**src/rtl/dacfe_pkg.sv**
```systemverilog
package dacfe_pkg;
  localparam int WORD_W   = 32;
  localparam int CODE_W   = 12;
  localparam int SETTLE_W = 8;
  localparam int NUM_TMR  = 4;
  localparam int NUM_PWM  = 2;
  localparam int NUM_SRC  = 2 + NUM_TMR + NUM_PWM;
  localparam int SRC_W    = $clog2(NUM_SRC);
  localparam int LEFT_LSB = 4;
  localparam int SETTLE_LSB = 16;

  typedef enum logic [SRC_W-1:0] {
    SRC_KICK = 3'd0, SRC_PIN = 3'd1,
    SRC_T0 = 3'd2, SRC_T1 = 3'd3, SRC_T2 = 3'd4, SRC_T3 = 3'd5,
    SRC_P0 = 3'd6, SRC_P1 = 3'd7
  } src_e;

  typedef enum logic [1:0] {
    PIN_LOW = 2'd0, PIN_HIGH = 2'd1, PIN_FALL = 2'd2, PIN_RISE = 2'd3
  } pin_e;

  localparam logic [1:0] A_CTRL = 2'd0;
  localparam logic [1:0] A_DATA = 2'd1;
  localparam logic [1:0] A_KICK = 2'd2;
  localparam logic [1:0] A_STAT = 2'd3;

  typedef struct packed {
    logic [SETTLE_W-1:0] settle;
    pin_e                pin_cond;
    src_e                src;
    logic                trig_en;
    logic                left;
    logic                dma_en;
    logic                udr_ie;
    logic                fin_ie;
  } ctrl_t;

  function automatic ctrl_t ctrl_unpack(input logic [WORD_W-1:0] w);
    ctrl_t c;
    c.fin_ie   = w[0];
    c.udr_ie   = w[1];
    c.dma_en   = w[2];
    c.left     = w[3];
    c.trig_en  = w[4];
    c.src      = src_e'(w[7:5]);
    c.pin_cond = pin_e'(w[9:8]);
    c.settle   = w[SETTLE_LSB +: SETTLE_W];
    return c;
  endfunction

  function automatic logic [WORD_W-1:0] ctrl_pack(input ctrl_t c);
    logic [WORD_W-1:0] w;
    w = '0;
    w[0]   = c.fin_ie;
    w[1]   = c.udr_ie;
    w[2]   = c.dma_en;
    w[3]   = c.left;
    w[4]   = c.trig_en;
    w[7:5] = c.src;
    w[9:8] = c.pin_cond;
    w[SETTLE_LSB +: SETTLE_W] = c.settle;
    return w;
  endfunction

  function automatic logic [WORD_W-1:0] stat_pack(input logic fin, input logic udr,
                                                  input logic busy);
    logic [WORD_W-1:0] w;
    w = '0;
    w[0] = fin;
    w[1] = udr;
    w[8] = busy;
    return w;
  endfunction

  function automatic logic [CODE_W-1:0] align_sample(input logic [WORD_W-1:0] d,
                                                      input logic left);
    return left ? d[LEFT_LSB +: CODE_W] : d[0 +: CODE_W];
  endfunction

  function automatic logic pin_hit(input pin_e cond, input logic now, input logic prev);
    case (cond)
      PIN_LOW:  return !now;
      PIN_HIGH: return now;
      PIN_FALL: return prev && !now;
      default:  return !prev && now;
    endcase
  endfunction
endpackage

```
**src/rtl/dacfe_regs.sv**
```systemverilog
module dacfe_regs
  import dacfe_pkg::*;
(
  input  logic              clk,
  input  logic              rst_n,
  input  logic              bus_we,
  input  logic [1:0]        bus_addr,
  input  logic [WORD_W-1:0] bus_wdata,
  output logic [WORD_W-1:0] bus_rdata,
  input  logic              fin_set,
  input  logic              udr_set,
  input  logic              busy,
  output ctrl_t             ctrl,
  output logic [WORD_W-1:0] sample,
  output logic              data_wr,
  output logic              data_wr_q,
  output logic              kick_q,
  output logic              irq
);
  ctrl_t             ctrl_q;
  logic [WORD_W-1:0] sample_q;
  logic              fin_q, udr_q;
  logic              ctrl_wr, kick_wr, stat_wr;

  assign ctrl_wr = bus_we && (bus_addr == A_CTRL);
  assign data_wr = bus_we && (bus_addr == A_DATA);
  assign kick_wr = bus_we && (bus_addr == A_KICK);
  assign stat_wr = bus_we && (bus_addr == A_STAT);

  always_ff @(posedge clk) begin
    if (!rst_n) begin
      ctrl_q    <= '0;
      sample_q  <= '0;
      fin_q     <= 1'b0;
      udr_q     <= 1'b0;
      kick_q    <= 1'b0;
      data_wr_q <= 1'b0;
    end else begin
      if (ctrl_wr) ctrl_q <= ctrl_unpack(bus_wdata);
      if (data_wr) sample_q <= bus_wdata;
      kick_q    <= kick_wr && bus_wdata[0];
      data_wr_q <= data_wr;
      fin_q     <= fin_set || (fin_q && !(stat_wr && bus_wdata[0]));
      udr_q     <= udr_set || (udr_q && !(stat_wr && bus_wdata[1]));
    end
  end

  always_comb begin
    case (bus_addr)
      A_CTRL:  bus_rdata = ctrl_pack(ctrl_q);
      A_DATA:  bus_rdata = sample_q;
      A_KICK:  bus_rdata = '0;
      default: bus_rdata = stat_pack(fin_q, udr_q, busy);
    endcase
  end

  assign ctrl   = ctrl_q;
  assign sample = sample_q;
  assign irq    = (fin_q && ctrl_q.fin_ie) || (udr_q && ctrl_q.udr_ie);

  // the finish flag only rises on the cycle the busy window closes
  a_r7_finish_on_busy_fall: assert property (@(posedge clk) disable iff (!rst_n)
    $rose(fin_q) |-> $fell(busy));
endmodule

```
**src/rtl/dacfe_trig.sv**
```systemverilog
module dacfe_trig
  import dacfe_pkg::*;
#(
  parameter int SYNC_STAGES = 2
) (
  input  logic               clk,
  input  logic               rst_n,
  input  logic               trig_en,
  input  src_e               src,
  input  pin_e               pin_cond,
  input  logic               ext_pin,
  input  logic [NUM_TMR-1:0] tmr_evt,
  input  logic [NUM_PWM-1:0] pwm_evt,
  input  logic               kick,
  input  logic               data_wr_q,
  output logic               start_req,
  output logic               hw_src
);
  localparam int TMR_BASE = 2;
  localparam int PWM_BASE = TMR_BASE + NUM_TMR;

  logic [SYNC_STAGES-1:0] sync_q;
  logic                   pin_now, pin_prev_q, pin_ev;
  logic [NUM_SRC-1:0]     evt_vec;

  always_ff @(posedge clk) begin
    if (!rst_n) sync_q[0] <= 1'b0;
    else        sync_q[0] <= ext_pin;
  end

  generate
    for (genvar s = 1; s < SYNC_STAGES; s++) begin : g_sync
      always_ff @(posedge clk) begin
        if (!rst_n) sync_q[s] <= 1'b0;
        else        sync_q[s] <= sync_q[s-1];
      end
    end
  endgenerate

  assign pin_now = sync_q[SYNC_STAGES-1];

  always_ff @(posedge clk) begin
    if (!rst_n) pin_prev_q <= 1'b0;
    else        pin_prev_q <= pin_now;
  end

  assign pin_ev = pin_hit(pin_cond, pin_now, pin_prev_q);

  always_comb begin
    evt_vec = '0;
    evt_vec[SRC_KICK] = kick;
    evt_vec[SRC_PIN]  = pin_ev;
    evt_vec[TMR_BASE +: NUM_TMR] = tmr_evt;
    evt_vec[PWM_BASE +: NUM_PWM] = pwm_evt;
  end

  assign start_req = trig_en ? evt_vec[src] : data_wr_q;
  assign hw_src    = trig_en && (src != SRC_KICK);

  // a rising-edge start from the pin needs the synchronised pin to have just risen
  a_r5_rise_needs_edge: assert property (@(posedge clk) disable iff (!rst_n)
    (trig_en && src == SRC_PIN && pin_cond == PIN_RISE && start_req) |-> $rose(pin_now));
endmodule

```
**src/rtl/dacfe_conv.sv**
```systemverilog
module dacfe_conv
  import dacfe_pkg::*;
(
  input  logic                clk,
  input  logic                rst_n,
  input  logic                start_req,
  input  logic                hw_src,
  input  logic [SETTLE_W-1:0] settle,
  input  logic                left,
  input  logic                dma_en,
  input  logic [WORD_W-1:0]   sample,
  input  logic                data_wr,
  output logic                busy,
  output logic [CODE_W-1:0]   dac_code,
  output logic                dac_load,
  output logic                dma_req,
  output logic                fin_set,
  output logic                udr_set
);
  logic                busy_q, load_q, dma_q;
  logic [SETTLE_W-1:0] cnt_q;
  logic [CODE_W-1:0]   code_q;
  logic                start, dma_arm;

  assign start   = start_req && !busy_q;
  assign dma_arm = start && hw_src && dma_en;
  assign fin_set = busy_q && (cnt_q == '0);
  assign udr_set = dma_arm && dma_q;

  always_ff @(posedge clk) begin
    if (!rst_n) begin
      busy_q <= 1'b0;
      cnt_q  <= '0;
      code_q <= '0;
      load_q <= 1'b0;
      dma_q  <= 1'b0;
    end else begin
      load_q <= start;
      if (start) begin
        code_q <= align_sample(sample, left);
        busy_q <= 1'b1;
        cnt_q  <= settle;
      end else if (busy_q) begin
        if (cnt_q == '0) busy_q <= 1'b0;
        else             cnt_q  <= cnt_q - 1'b1;
      end
      if (dma_arm)      dma_q <= 1'b1;
      else if (data_wr) dma_q <= 1'b0;
    end
  end

  assign busy     = busy_q;
  assign dac_code = code_q;
  assign dac_load = load_q;
  assign dma_req  = dma_q;

  // the code cannot change while a conversion is settling
  a_r7_code_frozen_busy: assert property (@(posedge clk) disable iff (!rst_n)
    busy_q |=> $stable(code_q));
  // every load strobe opens a busy window
  a_r3_load_in_busy: assert property (@(posedge clk) disable iff (!rst_n)
    load_q |-> busy_q);
  // a request only appears when DMA was enabled
  a_r8_dma_rise_enabled: assert property (@(posedge clk) disable iff (!rst_n)
    $rose(dma_q) |-> $past(dma_en));
  // a request only appears together with a load strobe
  a_r8_dma_with_load: assert property (@(posedge clk) disable iff (!rst_n)
    $rose(dma_q) |-> load_q);
endmodule

```
**src/rtl/dac_trigger_ctrl.sv**
```systemverilog
module dac_trigger_ctrl
  import dacfe_pkg::*;
#(
  parameter int SYNC_STAGES = 2
) (
  input  logic               clk,
  input  logic               rst_n,
  input  logic               bus_we,
  input  logic [1:0]         bus_addr,
  input  logic [WORD_W-1:0]  bus_wdata,
  output logic [WORD_W-1:0]  bus_rdata,
  input  logic               ext_pin,
  input  logic [NUM_TMR-1:0] tmr_evt,
  input  logic [NUM_PWM-1:0] pwm_evt,
  output logic [CODE_W-1:0]  dac_code,
  output logic               dac_load,
  output logic               dma_req,
  output logic               irq
);
  ctrl_t             ctrl;
  logic [WORD_W-1:0] sample;
  logic              data_wr, data_wr_q, kick_q;
  logic              fin_set, udr_set, busy;
  logic              start_req, hw_src;

  dacfe_regs u_regs (
    .clk(clk), .rst_n(rst_n), .bus_we(bus_we), .bus_addr(bus_addr),
    .bus_wdata(bus_wdata), .bus_rdata(bus_rdata), .fin_set(fin_set),
    .udr_set(udr_set), .busy(busy), .ctrl(ctrl), .sample(sample),
    .data_wr(data_wr), .data_wr_q(data_wr_q), .kick_q(kick_q), .irq(irq)
  );

  dacfe_trig #(.SYNC_STAGES(SYNC_STAGES)) u_trig (
    .clk(clk), .rst_n(rst_n), .trig_en(ctrl.trig_en), .src(ctrl.src),
    .pin_cond(ctrl.pin_cond), .ext_pin(ext_pin), .tmr_evt(tmr_evt),
    .pwm_evt(pwm_evt), .kick(kick_q), .data_wr_q(data_wr_q),
    .start_req(start_req), .hw_src(hw_src)
  );

  dacfe_conv u_conv (
    .clk(clk), .rst_n(rst_n), .start_req(start_req), .hw_src(hw_src),
    .settle(ctrl.settle), .left(ctrl.left), .dma_en(ctrl.dma_en),
    .sample(sample), .data_wr(data_wr), .busy(busy), .dac_code(dac_code),
    .dac_load(dac_load), .dma_req(dma_req), .fin_set(fin_set), .udr_set(udr_set)
  );
endmodule

```
**config.mk**
```make
export PLATFORM = sky130hd
export DESIGN_NAME = dac_trigger_ctrl
export DESIGN_NICKNAME = d
export VERILOG_FILES = /design/src/rtl/dacfe_pkg.sv /design/src/rtl/dacfe_regs.sv /design/src/rtl/dacfe_trig.sv /design/src/rtl/dacfe_conv.sv /design/src/rtl/dac_trigger_ctrl.sv
export SDC_FILE = /design/constraint.sdc
export NUM_CORES = 1
export LEC_CHECK = 0
export ABC_AREA = 1
export CAP_MARGIN = 20
export CORE_UTILIZATION = 63
export DETAILED_ROUTE_END_ITERATION = 10
export DONT_BUFFER_PORTS = 1
export GPL_TIMING_DRIVEN = 1
export PLACE_DENSITY = 0.9
export SLEW_MARGIN = 20
export SYNTH_ARGS = -nofsm -noshare
export SYNTH_HDL_FRONTEND = slang
export SYNTH_SLANG_ARGS = --single-unit
```
**constraint.sdc**
```tcl
create_clock -name clk -period 1.79 [get_ports clk]
set_input_delay 0 -clock clk [delete_from_list [all_inputs] [get_ports clk]]
set_output_delay 0 -clock clk [all_outputs]
set_load 0.03 [all_outputs]
```
==> flow_summary.ini, run 1 <==
[clocking]
cts_tree = yes
h-tree-depth = 3
cts.reportedPaths.clkPinSlew_ps = 80
post-cts-setup-buffers = 0
cts_made_buffers = 9
clock_sinks = 80
clk_path_buf_depth = 2
root_buffer = clkbuf_8
clock_latency_ps = 360

[synth]
synth-simple-area-share_pct = 21.7
yosys.area.top_type = dfxtp_1
synthesis.nets = 553
synthCells = 507
async_flop_share_pct = 0
ys_top_cells_by_count = 80 x dfxtp_1, 77 x o21ai_0, 67 x nand2_1
synthMuxAreaShare_pct = 0
synth_edf_count = 0
synth_top_area_share_pct = 43.5
synthMostInstantiatedCell = dfxtp_1
synthAdderAreaFrac_pct = 0.679
synth_seq_cells = 80
synth_area_sq_um = 3680
synth_compound_gate_area_share_pct = 21.7
synth_top_family_by_area = compound AO/OA/AOI/OAI gates
synth_xor_area_share_pct = 0.713
synth_cell_types = 28
synth-main-ff-cell = dfxtp_1
synthTopCellsByArea = dfxtp_1 43%, o21ai_0 10%, a21oi_1 7.7%
yosysWarnings = 0
synth_area_per_cell_sq_um = 7.27
yosysSeqAreaShare_pct = 43.5

[power]
p_comb_share_pct = 15.6
clockPowerShare_pct = 36.5
seqPwrFrac_pct = 47.9
internal-power_mw = 2.90
power.switching_fraction_pct = 28.3
ir_drop_mv = 0.634
power.density_nw_per_um2 = 882
p_switching_mw = 1.14
finalPower_mw = 4.04
p_leak_nw = 1.81

[routing]
vias_per_cell = 6.05
antenna_left = 0
routed_wirelength_mm = 11.5
vias = 3911
drt_iter0_markers = 512
drt_pass1_iterations = 7
wl_per_cell_um = 17.8
drc = 0

[sta]
clock.fmax_mhz = 608
final-max-slew-violation-count = 0
slew_headroom_pct = 40.2
finalSetupTns_ps = 0
setup_viol = 0
clock_skew_ps = 11.2
final.hold.worst_slack_ps = 71.3
fin_crit_ps = 1640
tightestPinTransition_ps = 896
rsz0062_at_grt = false
hold_viol_final = 0
period_share_pct = 91.9

[worst_setup_path]
required_ps = 2060
worstPathArrival_ps = 1920
endpoint_kind = flip-flop
start_kind = flip-flop
critPathKind = reg -> reg
critPathMaxFanout = 21

[floorplanning]
die_area_sq_um = 6160
ios = 91
core_area_sq_um = 5570
die_w_um = 78.5
start_util_pct = 66.1
fp.dieH_um = 78.5
rows = 27

[global_routing]
grt_max_degree = 54
grt_usage_pct = 38.2
grt_pass1_wl_mm = 18.1
gr-total-overflow = 0
antenna_found_initial = 0
grt_pass1_vias = 3764

[final_layout]
num_antenna_cells = 0
num-fill-cells = 334
drive_gt1_share_pct = 15.0
nets = 617
final_util_pct = 82.1
area_growth_pct = 24.2

[run_status]
outcome = complete, no violations

[min_path]
worst_hold_path_type = in -> reg

[placement]
io_buffers = 0
gp_congestion = 0.885
place.detailed.hpwl_mm = 6.43

[job]
drv_cap = 0
[flip-flops by register name (all words and copies together) (netlist names)]
signal and count:
u_regs.sample 32, u_regs.ctrl 18, u_conv.dac_code 12, u_conv.cnt_q 8, u_conv.busy 1, u_conv.dac_load 1, u_conv.dma_req 1, u_regs.data_wr_q 1
u_regs.fin_q 1, u_regs.kick_q 1, u_regs.udr_q 1, u_trig.pin_now 1, u_trig.pin_prev_q 1, u_trig.sync_q 1
[stage by stage]
stage,setup slack (ps),area [sq um],std cells
6_report,146,4580,646
3_5_place_dp,171,3930,590
3_3_place_gp,280,3930,590
5_1_grt,5.12,4580,646
2_1_floorplan,505,3680,507
4_1_cts,104,4570,646
[worst max-delay path, stage by stage (launching register included)]
cell and delay, ps:
dfxtp_1 420, nor2_1 70, inv_1 70, nor2_1 40, nor2_1 110, nand3_2 120, nand2_4 100, buf_4 260
nand3_1 120, nand2_1 90, inv_1 40, a21oi_1 120
[power groups by stage]
stage          sequential [mW]  clock [mW]  combinational, mW
6_report                  1.93        1.47              0.629
5_1_grt                   1.94        1.52              0.679
4_1_cts                   1.93        1.43              0.593
3_5_place_dp              1.97           0              0.491
3_3_place_gp              1.96           0              0.464
2_1_floorplan             1.95           0              0.401
[layout make-up]
| class | instances | area (sq um) | share of cell area [%] |
|---|---|---|---|
| Clock buffer | 10 | 138 | 3.01 |
| Inverter | 65 | 245 | 5.36 |
| Multi-Input combinational cell | 330 | 1670 | 36.4 |
| Sequential cell | 80 | 1600 | 35.0 |
| Clock inverter | 4 | 70.1 | 1.53 |
| Timing Repair Buffer | 85 | 766 | 16.7 |
| Tap cell | 72 | 90.1 | 1.97 |
[placed cells by master, fill, tap and decap left out, drive strengths merged]
master / instances
buf: 44
inv: 64
o211ai: 2
a22o: 1
nor3: 3
clkinv: 3
dlygate4sd3: 41
nor2: 55
dfxtp: 80
nand3: 43
clkbuf: 10
o221ai: 1
nand2: 70
or2: 1
nand4: 2
o22ai: 5
o21ai: 79
ha: 2
a21oi: 63
bufinv: 2
xor2: 3
[metal layers]
metal	routed length [um]	global-route usage, %
met5	0	0
met3	1130	10.6
met2	5630	64.9
met4	484	18.9
met1	4240	44.0
[logic make-up after synthesis]
logic type,count (synthesis)
AO/OA/AOI/OAI,151
XOR/XNOR,3
adder cells (fa/ha/maj),2
buffers and inverters,97
flip-flops,80
AND/OR/NAND/NOR,174
[final timing paths]
path / slack (ps) / depth (start not counted) / endpoint / from
setup / recovery: 150 / 11 / u_conv.cnt_q[1]$_SDFFE_PN0P_ / u_regs.ctrl[5]$_SDFFE_PN0P_
hold / removal: 70 / 2 / u_regs.data_wr_q$_SDFF_PN0_ / bus_we
setup reg to reg: 150 / 11 / u_conv.cnt_q[1]$_SDFFE_PN0P_ / u_regs.ctrl[5]$_SDFFE_PN0P_
hold reg to reg: 450 / 2 / u_regs.sample[18]$_SDFFE_PN0P_ / u_regs.sample[18]$_SDFFE_PN0P_
[timing repair]
action	in CTS	in global routing
setup endpoints to repair	0	4
gates resized for setup	0	1
endpoints found under the hold margin	57	0
hold buffers	42	0
No activity file was read; power rests on OpenSTA's default activity.
==> inputs of run 2 (changes only) <==
--- a/config.mk
+++ b/config.mk
@@ -8,10 +8,12 @@
 export ABC_AREA = 1
 export CAP_MARGIN = 20
 export CORE_UTILIZATION = 63
+export CTS_CLUSTER_DIAMETER = 30
 export DETAILED_ROUTE_END_ITERATION = 10
 export DONT_BUFFER_PORTS = 1
 export GPL_TIMING_DRIVEN = 1
 export PLACE_DENSITY = 0.9
+export SETUP_SLACK_MARGIN = 0.2
 export SLEW_MARGIN = 20
 export SYNTH_ARGS = -nofsm -noshare
 export SYNTH_HDL_FRONTEND = slang
==> flow_summary.ini, run 2 (synthesis results as in run 1) <==
[worst_setup_path]
worstPathArrival_ps = 1880
critPathLaunch = u_conv.cnt_q[0]$_SDFFE_PN0P_
required_ps = 2070
endpoint_kind = flip-flop
critPathKind = reg -> reg
r2r_start = u_conv.cnt_q[0]$_SDFFE_PN0P_
start_kind = flip-flop
critPathMaxFanout = 7

[global_routing]
grt_max_degree = 54
grt_usage_pct = 38.5
grt_use_met3_pct = 10.5
antenna_found_initial = 0
grt_pass1_wl_mm = 18.2
gr-usage-met2_pct = 65.4
gr-total-overflow = 0
met1_usage_pct = 44.5
grt_busiest_layer = met2
grt_pass1_vias = 3763

[sta]
final-max-slew-violation-count = 0
clock.fmax_mhz = 623
hold_viol_final = 0
clock_skew_ps = 9.46
tightestPinTransition_ps = 914
finalSetupTns_ps = 0
rsz0062_at_grt = false
period_share_pct = 89.7
fin_crit_ps = 1610
slew_headroom_pct = 39.0
setup_viol = 0

[run_status]
outcome = complete, no violations

[floorplanning]
ios = 91
core_area_sq_um = 5570
start_util_pct = 66.1
rows = 27
die_w_um = 78.5
fp.dieH_um = 78.5
die_area_sq_um = 6160

[job]
drv_cap = 0

[routing]
drt_pass1_iterations = 5
routed_wirelength_mm = 11.8
vias = 3947
vias_per_cell = 6.08
drt_iter0_markers = 465
drc = 0
wl_per_cell_um = 18.1
antenna_left = 0

[placement]
io_buffers = 0
place_inst = 590
postPlaceCellArea_sq_um = 3930
gp_congestion = 0.885
place.detailed.hpwl_mm = 6.43

[final_layout]
final_area_sq_um = 4640
num_antenna_cells = 0
nets = 620
area_growth_pct = 25.9
layout_commonest_cell = dfxtp_1
drive_gt1_share_pct = 16.8
largest_register_ffs = 32
final_cells = 649
layout_common_cells = 78 x dfxtp_1, 76 x o21ai_0, 65 x nand2_1, 61 x inv_1, 57 x a21oi_1

[clocking]
root_buffer = clkbuf_8
cts.reportedPaths.clkPinSlew_ps = 80
cts_tree = yes
clock_latency_ps = 360
clk_path_buf_depth = 2
clock_sinks = 80
h-tree-depth = 3
cts_made_buffers = 9

[power]
p_leak_nw = 1.84
power.density_nw_per_um2 = 876
ir_drop_mv = 0.624

[min_path]
holdCritStartpoint = bus_we
worst_hold_path_type = in -> reg
==> run 2: area by class of cell <==
class                   count  area (sq um)
repair buffers             88           805
fillers                   311           936
well taps                  72          90.1
inverters                  65           245
clock buffers              10           138
clock inverters             4          70.1
multi-input cells         330          1690
flip-flops and latches     80          1600
==> run 2: timing repair <==
item | in CTS | in global routing
hold buffers | 42 | 0
resized for setup | 2 | 13
endpoints found under the setup margin | 7 | 20
pin swaps | 1 | 1
setup buffers | 0 | 3
endpoints found under the hold margin | 57 | 0
==> run 2: per-stage QoR <==
| step | power (mW) | worst slack [ps] | hold slack, ps | utilization (%) |
|---|---|---|---|---|
| CTS | 3.96 | 201 | 55.2 | 82.2 |
| finish | 4.06 | 184 | 80.4 | 83.2 |
| floorplan | 2.35 | 505 | 76.5 | - |
| global route | 4.17 | 146 | 113 | 83.2 |
| global placement | 2.43 | 280 | 84.9 | 70.5 |
| detailed placement | 2.46 | 171 | 85.8 | 70.5 |
==> run 2: path summary, 6_finish.rpt <==
path                                    end  slack [ps]  cells past startpoint
max            u_conv.cnt_q[2]$_SDFFE_PN0P_         180                      8
min             u_regs.data_wr_q$_SDFF_PN0_          80                      2
max reg2reg    u_conv.cnt_q[2]$_SDFFE_PN0P_         180                      8
min reg2reg  u_regs.sample[18]$_SDFFE_PN0P_         450                      2
==> run 2: critical path, cell delays in order (launching register included) <==
cell and delay [ps]:
dfxtp_1 330, inv_2 100, ha_1 200, nand2_2 100, o21ai_4 260, buf_6 140, buf_4 140, nand3_2 100
a21oi_2 140
==> run 2: layer usage <==
metal  share of wire [%]  routed length (um)
met1                  37                4320
met2                  49                5830
met3                 9.9                1170
met4                 3.9                 463
met5                   0                   0
==> run 2: report_power, final <==
group          internal (mW)  switching, mW  total (mW)  leakage, nW
clock network          0.804          0.663        1.47        0.108
registers               1.86         0.0735        1.94        0.653
logic                  0.242          0.417       0.659         1.07
total                   2.91           1.15        4.06         1.84
==> inputs of run 3 (changes only) <==
--- a/config.mk
+++ b/config.mk
@@ -13,8 +13,8 @@
 export DONT_BUFFER_PORTS = 1
 export GPL_TIMING_DRIVEN = 1
 export PLACE_DENSITY = 0.9
-export SETUP_SLACK_MARGIN = 0.2
 export SLEW_MARGIN = 20
 export SYNTH_ARGS = -nofsm -noshare
 export SYNTH_HDL_FRONTEND = slang
+export SYNTH_HIERARCHICAL = 1
 export SYNTH_SLANG_ARGS = --single-unit
==> flow_summary.ini, run 3 <==
[sta]
final-max-slew-violation-count = 0
finalWorstSetupSlack_ps = -72.4
rsz0062_at_grt = true
slew_headroom_pct = 27.4
fin_crit_ps = 1860
final.hold.worst_slack_ps = 53.6
clock.fmax_mhz = 537
period_share_pct = 104
tightestPinTransition_ps = 1090
clock_skew_ps = 7.58
hold_viol_final = 0
setup_viol = 7

[routing]
wl_per_cell_um = 19.2
vias_per_cell = 6.22
antenna_left = 0
drt_iter0_markers = 871
drc = 0
routed_wirelength_mm = 14.3
vias = 4632
drt_pass1_iterations = 7

[synth]
synth_cell_types = 26
yosys.area.top_type = dfxtp_1
synthTopCellsByArea = dfxtp_1 42%, nor2_1 14%, nand2_1 14%
synthCells = 587
synth_top_area_share_pct = 42.4
synth_seq_cells = 80
yosysSeqAreaShare_pct = 42.4
ys_top_cells_by_count = 141 x nor2_1, 139 x nand2_1, 80 x dfxtp_1
async_flop_share_pct = 0
synthMostInstantiatedCell = nor2_1
synth-main-ff-cell = dfxtp_1
synth_edf_count = 0
synthesis.nets = 633
synth_area_per_cell_sq_um = 6.44
synth_area_sq_um = 3780
yosysWarnings = 6

[job]
drv_cap = 0

[floorplanning]
core_area_sq_um = 5640
die_area_sq_um = 6310
fp.dieH_um = 79.4
rows = 27
die_w_um = 79.4
start_util_pct = 67.0
ios = 91

[placement]
io_buffers = 0
gp_congestion = 0.924
place.detailed.hpwl_mm = 6.38
postPlaceCellArea_sq_um = 3910
place_inst = 656

[global_routing]
grt_max_degree = 53
grt_pass1_wl_mm = 20.3
antenna_found_initial = 1
gr-total-overflow = 0
grt_usage_pct = 43.0
grt_pass1_vias = 4291

[run_status]
violations = setup timing
outcome = finished with violations

[power]
clockPowerShare_pct = 33.2
p_leak_nw = 2.33
internal-power_mw = 2.94
p_comb_share_pct = 19.3
finalPower_mw = 4.21
power.density_nw_per_um2 = 844
power.switching_fraction_pct = 30.1
ir_drop_mv = 0.801
seqPwrFrac_pct = 47.4
p_switching_mw = 1.27

[clocking]
h-tree-depth = 3
clock_sinks = 80
cts_made_buffers = 9
cts_tree = yes
cts.reportedPaths.clkPinSlew_ps = 80
root_buffer = clkbuf_8
clock_latency_ps = 360
clk_path_buf_depth = 2

[final_layout]
drive_gt1_share_pct = 14.7
area_growth_pct = 32.0
final_cells = 745
nets = 714
layout_common_cells = 137 x nor2_1, 132 x nand2_1, 71 x dfxtp_1, 65 x dlygate4sd3_1, 55 x inv_1
layout_commonest_cell = nor2_1
largest_register_ffs = 32
final_util_pct = 88.4
final_area_sq_um = 4990

[worst_setup_path]
r2r_start = u_regs/ctrl[5]$_SDFFE_PN0P_
reg2regPathDepth = 15
r2r_slack_ps = -70
r2r-end = u_conv/cnt_q[1]$_SDFFE_PN0P_
critPathMaxFanout = 19
endpoint = u_conv/cnt_q[1]$_SDFFE_PN0P_
worstPathArrival_ps = 2150
required_ps = 2080
critPathLaunch = u_regs/ctrl[5]$_SDFFE_PN0P_
critPathKind = reg -> reg
endpoint_kind = flip-flop
start_kind = flip-flop

[min_path]
worst_hold_path_type = in -> reg
-- run 3: how the worst min path moves through the flow --
stage,start,endpoint,slack [ps],depth (start not counted)
final,bus_we,u_regs/ctrl[5]$_SDFFE_PN0P_,50,3
after floorplan,rst_n,u_trig/sync_q[0]$_SDFF_PN0_,90,2
after CTS,bus_we,u_regs/ctrl[5]$_SDFFE_PN0P_,6,3
after global placement,rst_n,u_trig/sync_q[0]$_SDFF_PN0_,100,2
after global routing,bus_we,u_regs/data_wr_q$_SDFF_PN0_,50,3
after detailed placement,rst_n,u_trig/pin_now$_SDFF_PN0_,110,2
-- run 3: cell type report --
class	instances	area, sq um
flip-flops and latches	80	1620
clock inverters	2	37.5
inverters	71	283
multi-input cells	407	1820
repair buffers	98	953
repair inverters	1	11.3
clock buffers	13	169
diodes	1	2.50
fillers	252	656
well taps	72	90.1
-- run 3: power groups by stage --
| stage | clock network, mW | registers (mW) | logic [mW] |
|---|---|---|---|
| global placement | 0 | 2.02 | 0.515 |
| global route | 1.46 | 2.00 | 0.864 |
| finish | 1.40 | 2.00 | 0.814 |
| CTS | 1.39 | 1.98 | 0.682 |
| floorplan | 0 | 2.00 | 0.460 |
| detailed placement | 0 | 2.02 | 0.534 |
-- run 3: cells by family (layout without fill, tap and decap cells) --
family | count (synthesis) | in the layout | synth area share [%]
DFF | 80 | 80 | 42.4
adders and majority gates | 2 | 2 | 0.662
buffers and inverters | 100 | 185 | 11.3
other | 0 | 1 | 0
AOI/OAI and AO/OA | 97 | 97 | 13.1
and+or+nand+nor | 308 | 308 | 32.5
-- run 3: through the flow --
stage	TNS (ps)	setup slack, ps
2_1_floorplan	0	183
3_3_place_gp	0	108
3_5_place_dp	-102	-34.8
4_1_cts	-60.2	-23.5
5_1_grt	-1820	-184
6_report	-170	-72.4
-- run 3: what timing repair did --
action	in CTS	in global routing
pin swaps	1	14
cloned	0	2
hold buffers	74	6
gates resized for setup	2	45
setup buffers	0	4
endpoints found under the setup margin	9	36
hold endpoints to repair	80	6
-- run 3: metal layers --
layer / global-route usage, % / vias up / routed length [um]
li1: - / 1964 / -
met1: 45.1 / 2073 / 4730
met2: 74.2 / 438 / 6650
met3: 10.7 / 157 / 1630
met4: 31.6 / 0 / 1300
met5: 0 / - / 0
-- run 3: critical path: stages, from the launching register on --
cell	delay [ps]
dfxtp_4	390
inv_4	50
nand2_2	80
nand3_2	80
nand3_2	90
nand2_2	80
inv_2	70
nand2_2	40
nand2_2	90
inv_2	50
nor2_4	150
buf_6	190
nand2_1	100
o21ai_0	100
o21ai_1	120
a21oi_1	120
